## src/rtl/acc_cpu_pkg.sv

```systemverilog
package acc_cpu_pkg;

    localparam int OPW = 4;

    typedef enum logic [2:0] {
        ST_FETCH,
        ST_DECODE,
        ST_OPRD,
        ST_INDRD,
        ST_EXEC,
        ST_HALT
    } cpu_state_e;

    typedef enum logic [2:0] {
        ACC_KEEP,
        ACC_NEG,
        ACC_IMM,
        ACC_MEM,
        ACC_ADD
    } acc_sel_e;

    typedef enum logic [1:0] {
        PC_KEEP,
        PC_INC,
        PC_LOAD
    } pc_sel_e;

    typedef enum logic [1:0] {
        AD_PC,
        AD_FIELD,
        AD_PTR
    } addr_sel_e;

    localparam logic [OPW-1:0] OP_SYS = 4'h0;
    localparam logic [OPW-1:0] OP_LDI = 4'h1;
    localparam logic [OPW-1:0] OP_LD  = 4'h2;
    localparam logic [OPW-1:0] OP_LDP = 4'h3;
    localparam logic [OPW-1:0] OP_ST  = 4'h4;
    localparam logic [OPW-1:0] OP_STP = 4'h5;
    localparam logic [OPW-1:0] OP_JMP = 4'h6;
    localparam logic [OPW-1:0] OP_JZ  = 4'h7;
    localparam logic [OPW-1:0] OP_JP  = 4'h8;
    localparam logic [OPW-1:0] OP_JN  = 4'h9;
    localparam logic [OPW-1:0] OP_ADD = 4'hA;

endpackage

```

## src/rtl/acc_cpu_alu.sv

```systemverilog
module acc_cpu_alu
    import acc_cpu_pkg::*;
#(
    parameter int DW = 16,
    parameter int FW = 12
) (
    input  logic [DW-1:0] acc_q,
    input  logic [DW-1:0] mem_rdata,
    input  acc_sel_e      acc_sel,
    output logic [DW-1:0] acc_next,
    output logic          acc_zero,
    output logic          acc_pos,
    output logic          acc_neg
);

    localparam int EXT = DW - FW;

    logic [DW-1:0] imm_ext;

    assign imm_ext = {{EXT{mem_rdata[FW-1]}}, mem_rdata[FW-1:0]};

    always_comb begin
        unique case (acc_sel)
            ACC_KEEP: acc_next = acc_q;
            ACC_NEG:  acc_next = DW'(0) - acc_q;
            ACC_IMM:  acc_next = imm_ext;
            ACC_MEM:  acc_next = mem_rdata;
            ACC_ADD:  acc_next = acc_q + mem_rdata;
            default:  acc_next = acc_q;
        endcase
    end

    assign acc_zero = (acc_q == '0);
    assign acc_neg  = acc_q[DW-1];
    assign acc_pos  = !acc_zero && !acc_neg;

endmodule

```

## src/rtl/acc_cpu_ctrl.sv

```systemverilog
module acc_cpu_ctrl
    import acc_cpu_pkg::*;
#(
    parameter int DW = 16
) (
    input  logic           clk,
    input  logic           rst,
    input  logic [DW-1:0]  mem_rdata,
    input  logic [OPW-1:0] ir_op,
    input  logic           acc_zero,
    input  logic           acc_pos,
    input  logic           acc_neg,
    output cpu_state_e     state,
    output logic           ir_load,
    output acc_sel_e       acc_sel,
    output pc_sel_e        pc_sel,
    output addr_sel_e      addr_sel,
    output logic           mem_we,
    output logic           halt_set
);

    cpu_state_e     state_q;
    cpu_state_e     state_d;
    logic [OPW-1:0] dec_op;
    logic           dec_stop;
    logic           dec_neg;
    logic           take_jump;

    assign dec_op   = mem_rdata[DW-1 -: OPW];
    assign dec_stop = (mem_rdata == '0);
    assign dec_neg  = (mem_rdata == DW'(1));
    assign state    = state_q;

    always_comb begin
        case (dec_op)
            OP_JMP:  take_jump = 1'b1;
            OP_JZ:   take_jump = acc_zero;
            OP_JP:   take_jump = acc_pos;
            OP_JN:   take_jump = acc_neg;
            default: take_jump = 1'b0;
        endcase
    end

    // state register
    always_ff @(posedge clk or posedge rst) begin
        if (rst) begin
            state_q <= ST_FETCH;
        end else begin
            state_q <= state_d;
        end
    end

    // next state
    always_comb begin
        state_d = state_q;
        unique case (state_q)
            ST_FETCH: state_d = ST_DECODE;
            ST_DECODE: begin
                case (dec_op)
                    OP_SYS:                        state_d = dec_stop ? ST_HALT : ST_FETCH;
                    OP_LD, OP_LDP, OP_STP, OP_ADD: state_d = ST_OPRD;
                    OP_ST:                         state_d = ST_EXEC;
                    default:                       state_d = ST_FETCH;
                endcase
            end
            ST_OPRD:  state_d = (ir_op == OP_LDP || ir_op == OP_STP) ? ST_INDRD : ST_EXEC;
            ST_INDRD: state_d = (ir_op == OP_LDP) ? ST_EXEC : ST_FETCH;
            ST_EXEC:  state_d = ST_FETCH;
            ST_HALT:  state_d = ST_HALT;
            default:  state_d = ST_FETCH;
        endcase
    end

    // outputs
    always_comb begin
        ir_load  = 1'b0;
        acc_sel  = ACC_KEEP;
        pc_sel   = PC_KEEP;
        addr_sel = AD_PC;
        mem_we   = 1'b0;
        halt_set = 1'b0;
        unique case (state_q)
            ST_FETCH: addr_sel = AD_PC;
            ST_DECODE: begin
                ir_load = 1'b1;
                pc_sel  = take_jump ? PC_LOAD : PC_INC;
                if (dec_op == OP_SYS) begin
                    halt_set = dec_stop;
                    acc_sel  = dec_neg ? ACC_NEG : ACC_KEEP;
                end else if (dec_op == OP_LDI) begin
                    acc_sel = ACC_IMM;
                end
            end
            ST_OPRD: addr_sel = AD_FIELD;
            ST_INDRD: begin
                addr_sel = AD_PTR;
                mem_we   = (ir_op == OP_STP);
            end
            ST_EXEC: begin
                case (ir_op)
                    OP_LD, OP_LDP: acc_sel = ACC_MEM;
                    OP_ADD:        acc_sel = ACC_ADD;
                    OP_ST: begin
                        addr_sel = AD_FIELD;
                        mem_we   = 1'b1;
                    end
                    default: acc_sel = ACC_KEEP;
                endcase
            end
            ST_HALT: addr_sel = AD_PC;
            default: addr_sel = AD_PC;
        endcase
    end

    p_fetch_to_decode_r11: assert property (@(posedge clk) disable iff (rst)
        (state_q == ST_FETCH) |=> (state_q == ST_DECODE));

    p_halt_absorbs_r3: assert property (@(posedge clk) disable iff (rst)
        (state_q == ST_HALT) |=> (state_q == ST_HALT));

    p_exec_entry_r11: assert property (@(posedge clk) disable iff (rst)
        (state_q == ST_EXEC) |-> ($past(state_q) == ST_DECODE || $past(state_q) == ST_OPRD
                                  || $past(state_q) == ST_INDRD));

endmodule

```

## src/rtl/acc_cpu.sv

```systemverilog
module acc_cpu
    import acc_cpu_pkg::*;
#(
    parameter int DW = 16,
    parameter int AW = 12
) (
    input  logic          clk,
    input  logic          rst,
    output logic [AW-1:0] mem_addr,
    output logic [DW-1:0] mem_wdata,
    input  logic [DW-1:0] mem_rdata,
    output logic          mem_we,
    output logic          halted,
    output logic [AW-1:0] pc,
    output logic [DW-1:0] acc
);

    localparam int FW = DW - OPW;

    logic [AW-1:0] pc_q;
    logic [DW-1:0] acc_q;
    logic [DW-1:0] ir_q;
    logic          halted_q;
    logic [DW-1:0] acc_next;
    logic          acc_zero;
    logic          acc_pos;
    logic          acc_neg;
    cpu_state_e    state;
    logic          ir_load;
    acc_sel_e      acc_sel;
    pc_sel_e       pc_sel;
    addr_sel_e     addr_sel;
    logic          halt_set;

    acc_cpu_ctrl #(.DW(DW)) u_ctrl (
        .clk       (clk),
        .rst       (rst),
        .mem_rdata (mem_rdata),
        .ir_op     (ir_q[DW-1 -: OPW]),
        .acc_zero  (acc_zero),
        .acc_pos   (acc_pos),
        .acc_neg   (acc_neg),
        .state     (state),
        .ir_load   (ir_load),
        .acc_sel   (acc_sel),
        .pc_sel    (pc_sel),
        .addr_sel  (addr_sel),
        .mem_we    (mem_we),
        .halt_set  (halt_set)
    );

    acc_cpu_alu #(.DW(DW), .FW(FW)) u_alu (
        .acc_q     (acc_q),
        .mem_rdata (mem_rdata),
        .acc_sel   (acc_sel),
        .acc_next  (acc_next),
        .acc_zero  (acc_zero),
        .acc_pos   (acc_pos),
        .acc_neg   (acc_neg)
    );

    always_ff @(posedge clk or posedge rst) begin
        if (rst) begin
            pc_q     <= '0;
            acc_q    <= '0;
            ir_q     <= '0;
            halted_q <= 1'b0;
        end else begin
            if (ir_load) begin
                ir_q <= mem_rdata;
            end
            unique case (pc_sel)
                PC_INC:  pc_q <= pc_q + AW'(1);
                PC_LOAD: pc_q <= mem_rdata[AW-1:0];
                default: pc_q <= pc_q;
            endcase
            acc_q <= acc_next;
            if (halt_set) begin
                halted_q <= 1'b1;
            end
        end
    end

    always_comb begin
        unique case (addr_sel)
            AD_FIELD: mem_addr = ir_q[AW-1:0];
            AD_PTR:   mem_addr = mem_rdata[AW-1:0];
            default:  mem_addr = pc_q;
        endcase
    end

    assign mem_wdata = acc_q;
    assign halted    = halted_q;
    assign pc        = pc_q;
    assign acc       = acc_q;

    p_halt_sticky_r3: assert property (@(posedge clk) disable iff (rst)
        halted |=> halted);

    p_halt_quiet_r3: assert property (@(posedge clk) disable iff (rst)
        halted |-> !mem_we);

    p_halt_frozen_r3: assert property (@(posedge clk) disable iff (rst)
        halted |=> ($stable(pc_q) && $stable(acc_q)));

    p_fetch_addr_r2: assert property (@(posedge clk) disable iff (rst)
        (state == ST_FETCH) |-> (mem_addr == pc_q));

    p_pc_step_r2: assert property (@(posedge clk) disable iff (rst)
        (state == ST_DECODE && mem_rdata != '0
         && (mem_rdata[DW-1 -: OPW] < OP_JMP || mem_rdata[DW-1 -: OPW] > OP_JN))
        |=> ((pc_q - $past(pc_q)) == AW'(1)));

    p_acc_quiet_r6: assert property (@(posedge clk) disable iff (rst)
        (state != ST_DECODE && state != ST_EXEC) |=> $stable(acc_q));

endmodule

```

## config.mk

```make
export PLATFORM = sky130hd
export DESIGN_NAME = acc_cpu
export DESIGN_NICKNAME = d
export VERILOG_FILES = /design/src/rtl/acc_cpu_pkg.sv /design/src/rtl/acc_cpu_alu.sv /design/src/rtl/acc_cpu_ctrl.sv /design/src/rtl/acc_cpu.sv
export SDC_FILE = /design/constraint.sdc
export NUM_CORES = 1
export LEC_CHECK = 0
export CORE_UTILIZATION = 49
export CTS_BUF_LIST = sky130_fd_sc_hd__clkbuf_8 sky130_fd_sc_hd__clkbuf_16
export DETAILED_ROUTE_END_ITERATION = 10
export PLACE_DENSITY = 0.75
export SYNTH_ARGS = -nofsm -noshare
export SYNTH_HDL_FRONTEND = slang
export SYNTH_SLANG_ARGS = --single-unit
```

## constraint.sdc

```tcl
create_clock -name clk -period 4.6 [get_ports clk]
set_input_delay 1.38 -clock clk [delete_from_list [all_inputs] [get_ports clk]]
set_output_delay 1.38 -clock clk [all_outputs]
set_load 0.01 [all_outputs]
```

Yosys cells after proc, flatten, opt, wreduce, memory -nomap -nowiden
Index checks and enable logic that the tools add are counted.
Word-level totals
  bits of input ports: 18
  logic and storage cells: 72
  register bits after elaboration: 48
Cells by class
  muxes and demuxes: 23
  equality and inequality tests: 29
  reductions and logical operators: 12
  $add $sub $neg: 3
Operators with widths (count)
  $pmux W16 S4: 1
  $pmux W12 S2: 2
  $logic_not A16 Y1: 2
  $eq A4 B3 Y1 const B: 6
  $add A16 B16 Y16: 1
  $eq A16 B1 Y1 const B: 1
  $eq A4 B2 Y1 const B: 4
  $eq A4 B4 Y1 const B: 4
  $sub A1 B16 Y16 const A: 1
  $pmux W3 S5: 1
  $add A12 B1 Y12 const B: 1
  $eq A3 B2 Y1 const B: 4
  $mux W3: 4
  $pmux W3 S2: 2
  $eq A3 B3 Y1 const B: 3
  $pmux W3 S3: 1
  $eq A3 B1 Y1 const B: 2
  $mux W1: 6
  $mux W2: 3
  $pmux W2 S3: 1
  $eq A2 B1 Y1 const B: 2
  $eq A2 B2 Y1 const B: 2
  $eq A4 B1 Y1 const B: 1
  $logic_not A4 Y1: 1
  other kinds (10): 11

Longest topological paths before layout
Gate-level depths: netlist of run 1.
  word-level depth: 8
  gate-level depth with buffers: 9

By module
Synthesis of run 1 repeated with hierarchy kept, for this count alone.
Second synthesis, totals
  cells, all modules: 511
  area, all modules: 4224.1 um^2
By module, submodules not included
  acc_cpu: cells each 198, times used 1, area an instance 2147.1 um^2, sequential area each 1126.1 um^2
  acc_cpu_alu: cells each 256, times used 1, area an instance 1657.8 um^2, sequential area each 0.0 um^2
  acc_cpu_ctrl: cells each 57, times used 1, area an instance 419.2 um^2, sequential area each 75.1 um^2

Worst setup path before layout of run 1
Ideal clock, no wire load.
  path kind: in2out
  from: in mem_rdata[0]
  to: out mem_addr[0]
  arrival: 2.012 ns
  setup slack: 1.208 ns
  stages: 3
  path through: clkbuf_1 a22oi_1 o21ai_0
On the way
  cells in the longest elaborated chain, start to end: 1
RTL lines
  start, declared: RTL line acc_cpu.sv:11  | input logic [DW-1:0] mem_rdata,
  $pmux W12 S2: RTL line acc_cpu.sv:85  | unique case (addr_sel)
  end, declared: RTL line acc_cpu.sv:9  | output logic [AW-1:0] mem_addr,
No other way between the ends.

Worst setup path in the final report of run 1
  from: reg u_ctrl.state_q[2], in the netlist u_ctrl.state[2]
  to: out mem_addr[0]
On the way
  cells in the longest elaborated chain, start to end: 4
RTL lines
  start, declared: RTL line acc_cpu_ctrl.sv:22  | cpu_state_e state_q;
  start signal, assigned: RTL line acc_cpu_ctrl.sv:49  | state_q <= state_d;
  $eq A3 B3 Y1 or $eq A3 B2 Y1 (tied branches): RTL line acc_cpu_ctrl.sv:82  | unique case (state_q)
  $pmux W2 S3 *: RTL line acc_cpu_ctrl.sv:82
  $eq A2 B2 Y1 or $eq A2 B1 Y1 (tied branches): RTL line acc_cpu.sv:85
  $pmux W12 S2 *: RTL line acc_cpu.sv:85
Every way passes the cells marked *; elsewhere a longest branch is shown, timed or not.

==> results_dict.tcl, run 1 <==
set metrics [dict create \
    clk_pin_slew_worst_paths_ns 0.10 \
    ys_seq_elements 48 \
    grt_max_degree 49 \
    p_per_area_nw_per_um2 659 \
    critPathArrivalTime_ns 3.01 \
    slew_headroom 0.314 \
    rows 33 \
    cts-root-buf "clkbuf_8" \
    cts_resized 0 \
    n_antenna_cell 0 \
    ant_nets 0 \
    synth_area_leaders "dfrtp_1 (29%), nand2_1 (7.9%), ha_1 (5.7%)" \
    hold_path_class "reg -> reg" \
    yosysSeqAreaShare 0.289 \
    outcome "completed" \
    viasPerCell 6.26 \
    critPathLaunchType "register" \
    synth_edf_count 0 \
    core_um2 8220 \
    clockPowerShare 0.102 \
    grtUsageTotal 0.294 \
    design_area_um2 5020 \
    placed_area_um2 4900 \
    end_kind "output port" \
    ctsLongestPathBuffers 2 \
    required_ns 3.22 \
    p_leak_nw 2.03 \
    cp_max_fo 12 \
    antenna_found_initial 0 \
    seqPwrFrac 0.294 \
    synth_commonest_cells "nand2_1 (87), dfrtp_1 (48), o21ai_0 (35), a21oi_1 (27), nor2_1 (24)" \
    die_area_um2 8860 \
    critPathMaxStageDelay_ns 0.62 \
    cts_tree "done" \
    finalCriticalPeriod_ns 4.39 \
    drt_wl_total_mm 12.3 \
    netlist_area_um2 4160 \
    finalWorstSetupSlack_ns 0.210 \
    drtIter0Drc 249 \
    avgSynthCellArea_um2 8.06 \
    start_util 0.506 \
    worstSetupPathType "reg -> out" \
    num-fill-cells 768 \
    syn_inst 516 \
    first_pass_iters 6 \
    synthDistinctLibCells 74 \
    dp_cells 671 \
    tns_ns 0 \
    finalHoldViolCount 0 \
    postCtsHoldBufs 0 \
    dp_hpwl_mm 9.04 \
    async_reset_ff_frac 1.00 \
    path_cells "nor3b_2 -> a21oi_1 -> nor2_1 -> ha_1 -> a22oi_1 -> o21ai_0 -> clkdlybuf4s50_1" \
    num_vias 4250 \
    setup_violations 0 \
    cts_setup_buffers 0 \
    maxCapViolations 0 \
    drive_above_1_share 0.0801 \
    cts_inserted_buffers 5 \
    netSwitchingFraction 0.465 \
    drc_errors 0 \
    yosysMostFrequentCell "nand2_1" \
    rsz0062_at_grt "no" \
    fin_crit_sh 0.954 \
    netlist.area_leader.share 0.289 \
    final_nets 611 \
    overflow 0 \
    p_sw_mw 1.54 \
    p_total_mw 3.31 \
    io_buffers 75 \
    num_io_pins 76 \
    cts.sinks 48 \
    die_w_um 94.1 \
    cp_slowest_cell "dfrtp_1" \
    intPower_mw 1.77 \
    wire_per_inst_um 18.1 \
    yosysWarningCount 0 \
    r2r_slack_ns 1.77 \
    fin_cells 679 \
    combPwrFrac 0.604 \
    max_freq_mhz 228 \
    grt_pass1_vias 4083 \
    drv_slew 0 \
    gp_congestion 0.902 \
    clock_skew_ns 0.0132 \
    grt_pass1_wl_mm 20.3 \
    worst_slew_pin_slew_ns 1.03 \
    pre_cts_slack_ns 0.366 \
    ir_drop_mv 0.339 \
    die_h_um 94.1 \
    yosys_most_used_dff "dfrtp_1" \
    cts_max_level 2 \
    yosys.area.top_type "dfrtp_1" \
    synthesis.nets 554 \
    synthToLayoutAreaGrowth_pct 20.7 \
    clkLatencyLatePin_ns 0.32 \
]
cell type report:
cell class,count,area (µm²),area share
multi-input combinational,414,2640,0.527
clock buffer,5,68.8,0.0137
timing repair buffer,92,878,0.175
sequential,48,1200,0.239
inverter,12,45.0,0.00898
tap,105,131,0.0262
clock inverter,3,50.0,0.00997
sequential cells by signal, indices dropped and copies added (netlist names), named ones only:
signal	flops
acc	15
ir_q	16
u_ctrl.state	3
pc	12
halted	1
worst max-delay path, delay by kind of cell (launching register included):
kind                     cells  cell delay [ns]
buffers and inverters        1             0.59
AND/OR/NAND/NOR              2             0.54
AO/OA/AOI/OAI                3             0.48
adder cells (fa/ha/maj)      1             0.47
flip-flops                   1             0.62
power groups by stage:
stage	clock [mW]	combinational (mW)	sequential (mW)
after CTS	0.343	1.99	0.967
after global routing	0.363	2.20	1.01
final	0.338	2.00	0.973
after floorplan	0	1.30	0.912
after global placement	0	1.93	0.961
after detailed placement	0	1.97	0.977
logic make-up after synthesis:
group,count (synthesis),synth area share
fa+ha+maj,20,0.0620
mux,5,0.0132
simple gates,219,0.281
flops,48,0.289
buf+inv,54,0.0752
xor+xnor,21,0.0442
compound gates,149,0.236
cell usage in the layout, fill, tap and decap left out, types with 17 or more instances in the layout:
cell type	Yosys	layout
a21oi_1	27	27
a22oi_1	17	17
buf_4	20	17
clkdlybuf4s50_1	0	75
dfrtp_1	48	48
ha_1	19	19
nand2_1	87	87
nor2_1	24	24
nor3_1	17	17
o21ai_0	35	35
metrics by stage:
stage	utilization	hold WS (ns)
floorplan	-	0.447
CTS	0.611	0.481
global route	0.611	0.508
finish	0.611	0.476
detailed placement	0.596	0.459
global placement	0.596	0.454
path summary, 6_finish.rpt:
| kind | startpoint | end | cells past startpoint |
|---|---|---|---|
| worst max-delay path | u_ctrl.state[2] | mem_addr[0] | 7 |
| worst min-delay path | halted | halted | 1 |
| worst max register to register | u_ctrl.state[2] | acc[9] | 7 |
| worst min register to register | halted | halted | 1 |
| max in group asynchronous | rst | acc[2] | 2 |
| min in group asynchronous | rst | pc[10] | 2 |
routing by layer:
| metal | share of wire | wire length, µm | global-route usage | vias up |
|---|---|---|---|---|
| li1 | - | - | - | 2006 |
| met1 | 0.44 | 5380 | 0.388 | 2036 |
| met2 | 0.47 | 5740 | 0.487 | 190 |
| met3 | 0.069 | 846 | 0.0388 | 18 |
| met4 | 0.024 | 299 | 0.110 | 0 |
| met5 | 0 | 0 | 0 | - |
(Power assumes the default switching activity.)
==> run 2: changes to the inputs <==
--- a/config.mk
+++ b/config.mk
@@ -9,6 +9,7 @@
 export CTS_BUF_LIST = sky130_fd_sc_hd__clkbuf_8 sky130_fd_sc_hd__clkbuf_16
 export DETAILED_ROUTE_END_ITERATION = 10
 export PLACE_DENSITY = 0.75
+export SKIP_CTS_REPAIR_TIMING = 1
 export SYNTH_ARGS = -nofsm -noshare
 export SYNTH_HDL_FRONTEND = slang
 export SYNTH_SLANG_ARGS = --single-unit
==> results of run 2 <==
No change in the layout: final DEF, timing and power equal those of run 1.
==> run 3: changes to the inputs <==
--- a/config.mk
+++ b/config.mk
@@ -5,10 +5,9 @@
 export SDC_FILE = /design/constraint.sdc
 export NUM_CORES = 1
 export LEC_CHECK = 0
-export CORE_UTILIZATION = 49
+export CORE_UTILIZATION = 40
 export CTS_BUF_LIST = sky130_fd_sc_hd__clkbuf_8 sky130_fd_sc_hd__clkbuf_16
 export DETAILED_ROUTE_END_ITERATION = 10
-export PLACE_DENSITY = 0.75
 export SKIP_CTS_REPAIR_TIMING = 1
 export SYNTH_ARGS = -nofsm -noshare
 export SYNTH_HDL_FRONTEND = slang
==> results_dict.tcl, run 3 (synthesis results as in run 1) <==
set metrics [dict create \
    grtUsageTotal 0.243 \
    end_kind "output port" \
    crit_path_end "mem_addr[9]" \
    largest_reg_flops 16 \
    cts_tree "done" \
    start_util 0.420 \
    wire_per_inst_um 18.1 \
    drive_above_1_share 0.0868 \
    max_freq_mhz 233 \
    timing.rr.end "pc[4]" \
    p_per_area_nw_per_um2 655 \
    cts.sinks 48 \
    dp_hpwl_mm 9.49 \
    worst_slew_pin_slew_ns 1.07 \
    critPathBufInv 2 \
    final_common_cell "nand2_1" \
    antenna_found_initial 0 \
    final_util 0.512 \
    p_leak_nw 2.04 \
    cts_inserted_buffers 5 \
    first_pass_iters 5 \
    final_nets 613 \
    hold_path_class "reg -> reg" \
    required_ns 3.22 \
    top_register "ir_q" \
    cpMostUsedCell "a21oi_1" \
    worstSetupPathType "reg -> out" \
    drt_wl_total_mm 12.8 \
    num_io_pins 76 \
    p_total_mw 3.33 \
    cp_slowest_cell "dfrtp_1" \
    finalHoldViolCount 0 \
    die_area_um2 10800 \
    num_vias 4211 \
    grt_max_degree 31 \
    core_um2 9910 \
    ir_drop_mv 0.323 \
    fin_crit_sh 0.932 \
    worstRegToRegCells 7 \
    drc_errors 0 \
    overflow 0 \
    maxCapViolations 0 \
    ctsLongestPathBuffers 2 \
    rows 36 \
    cts_max_level 2 \
    io_buffers 75 \
    final_cell_mix "nand2_1 (87), clkdlybuf4s50_1 (75), dfrtp_1 (47)" \
    cp.depth 8 \
    finalCriticalPeriod_ns 4.29 \
    viasPerCell 5.94 \
    critPathTopFamily "compound AO/OA/AOI/OAI gates" \
    clock_skew_ns 0.00940 \
    rsz0062_at_grt "no" \
    drv_slew 0 \
    drtIter0Drc 321 \
    die_h_um 104 \
    cp_max_fo 12 \
    synthToLayoutAreaGrowth_pct 22.1 \
    outcome "completed" \
    clk_pin_slew_worst_paths_ns 0.10 \
    ant_nets 0 \
    critPathLaunchType "register" \
    grt_pass1_wl_mm 21.2 \
    die_w_um 104 \
    path_cells "nor3b_2 -> a21oi_1 -> nor2_1 -> inv_1 -> ha_1 -> a221oi_1 -> a21oi_1 -> clkdlybuf4s50_1" \
    r2r-start "acc[1]" \
    tns_ns 0 \
    slew_headroom 0.281 \
    r2r_slack_ns 1.90 \
    critPathArrivalTime_ns 2.91 \
    cp-startpoint "u_ctrl.state[1]" \
    gp_congestion 0.943 \
    setup_violations 0 \
    cts-root-buf "clkbuf_8" \
    critPathMaxStageDelay_ns 0.54 \
    clkLatencyLatePin_ns 0.31 \
    grt_pass1_vias 4017 \
    n_antenna_cell 0 \
]
[run 3: power by group]
part / switching [mW] / internal, mW / leakage [nW] / total [mW]
sequential: 0.353 / 0.623 / 0.581 / 0.976
combinational: 1.03 / 0.986 / 1.39 / 2.01
clock: 0.160 / 0.178 / 0.0614 / 0.338
[run 3: per-stage QoR]
| stage | hold WS [ns] | setup slack [ns] | instance area (µm²) | instances |
|---|---|---|---|---|
| 2_1_floorplan | 0.447 | 1.21 | 4160 | 516 |
| 3_3_place_gp | 0.452 | 0.337 | 4950 | 701 |
| 3_5_place_dp | 0.458 | 0.343 | 4950 | 701 |
| 4_1_cts | 0.481 | 0.143 | 5070 | 709 |
| 5_1_grt | 0.501 | 0.0841 | 5070 | 709 |
| 6_report | 0.473 | 0.313 | 5070 | 709 |
[run 3: how the worst min path moves through the flow]
stage | start | endpoint | slack (ns) | cells after the start
after global routing | ir_q[3] | ir_q[3] | 0.50 | 2
final | halted | halted | 0.47 | 1
after detailed placement | halted | halted | 0.46 | 1
after floorplan | ir_q[10] | ir_q[10] | 0.45 | 2
after CTS | halted | halted | 0.48 | 1
after global placement | halted | halted | 0.45 | 1
[run 3: worst register-to-register path: stages (launching register included)]
cell and delay [ns]:
dfrtp_1 0.52, inv_1 0.10, ha_1 0.21, nor3b_1 0.54, nand4_1 0.24, mux2_4 0.38, o22ai_4 0.39, o21ai_0 0.19
[run 3: area by class of cell]
class,count,area (µm²)
clock buffer,6,82.6
clock inverter,2,38.8
fill,979,4830
inverter,12,45.0
multi-input combinational,414,2650
sequential,48,1200
tap,133,166
timing repair buffer,94,893
[run 3: per-layer routing]
layer | global-route usage | up-vias | share of wire
li1 | - | 2008 | -
met1 | 0.344 | 2033 | 0.46
met2 | 0.382 | 148 | 0.47
met3 | 0.0276 | 22 | 0.051
met4 | 0.0837 | 0 | 0.025
met5 | 0 | - | 0
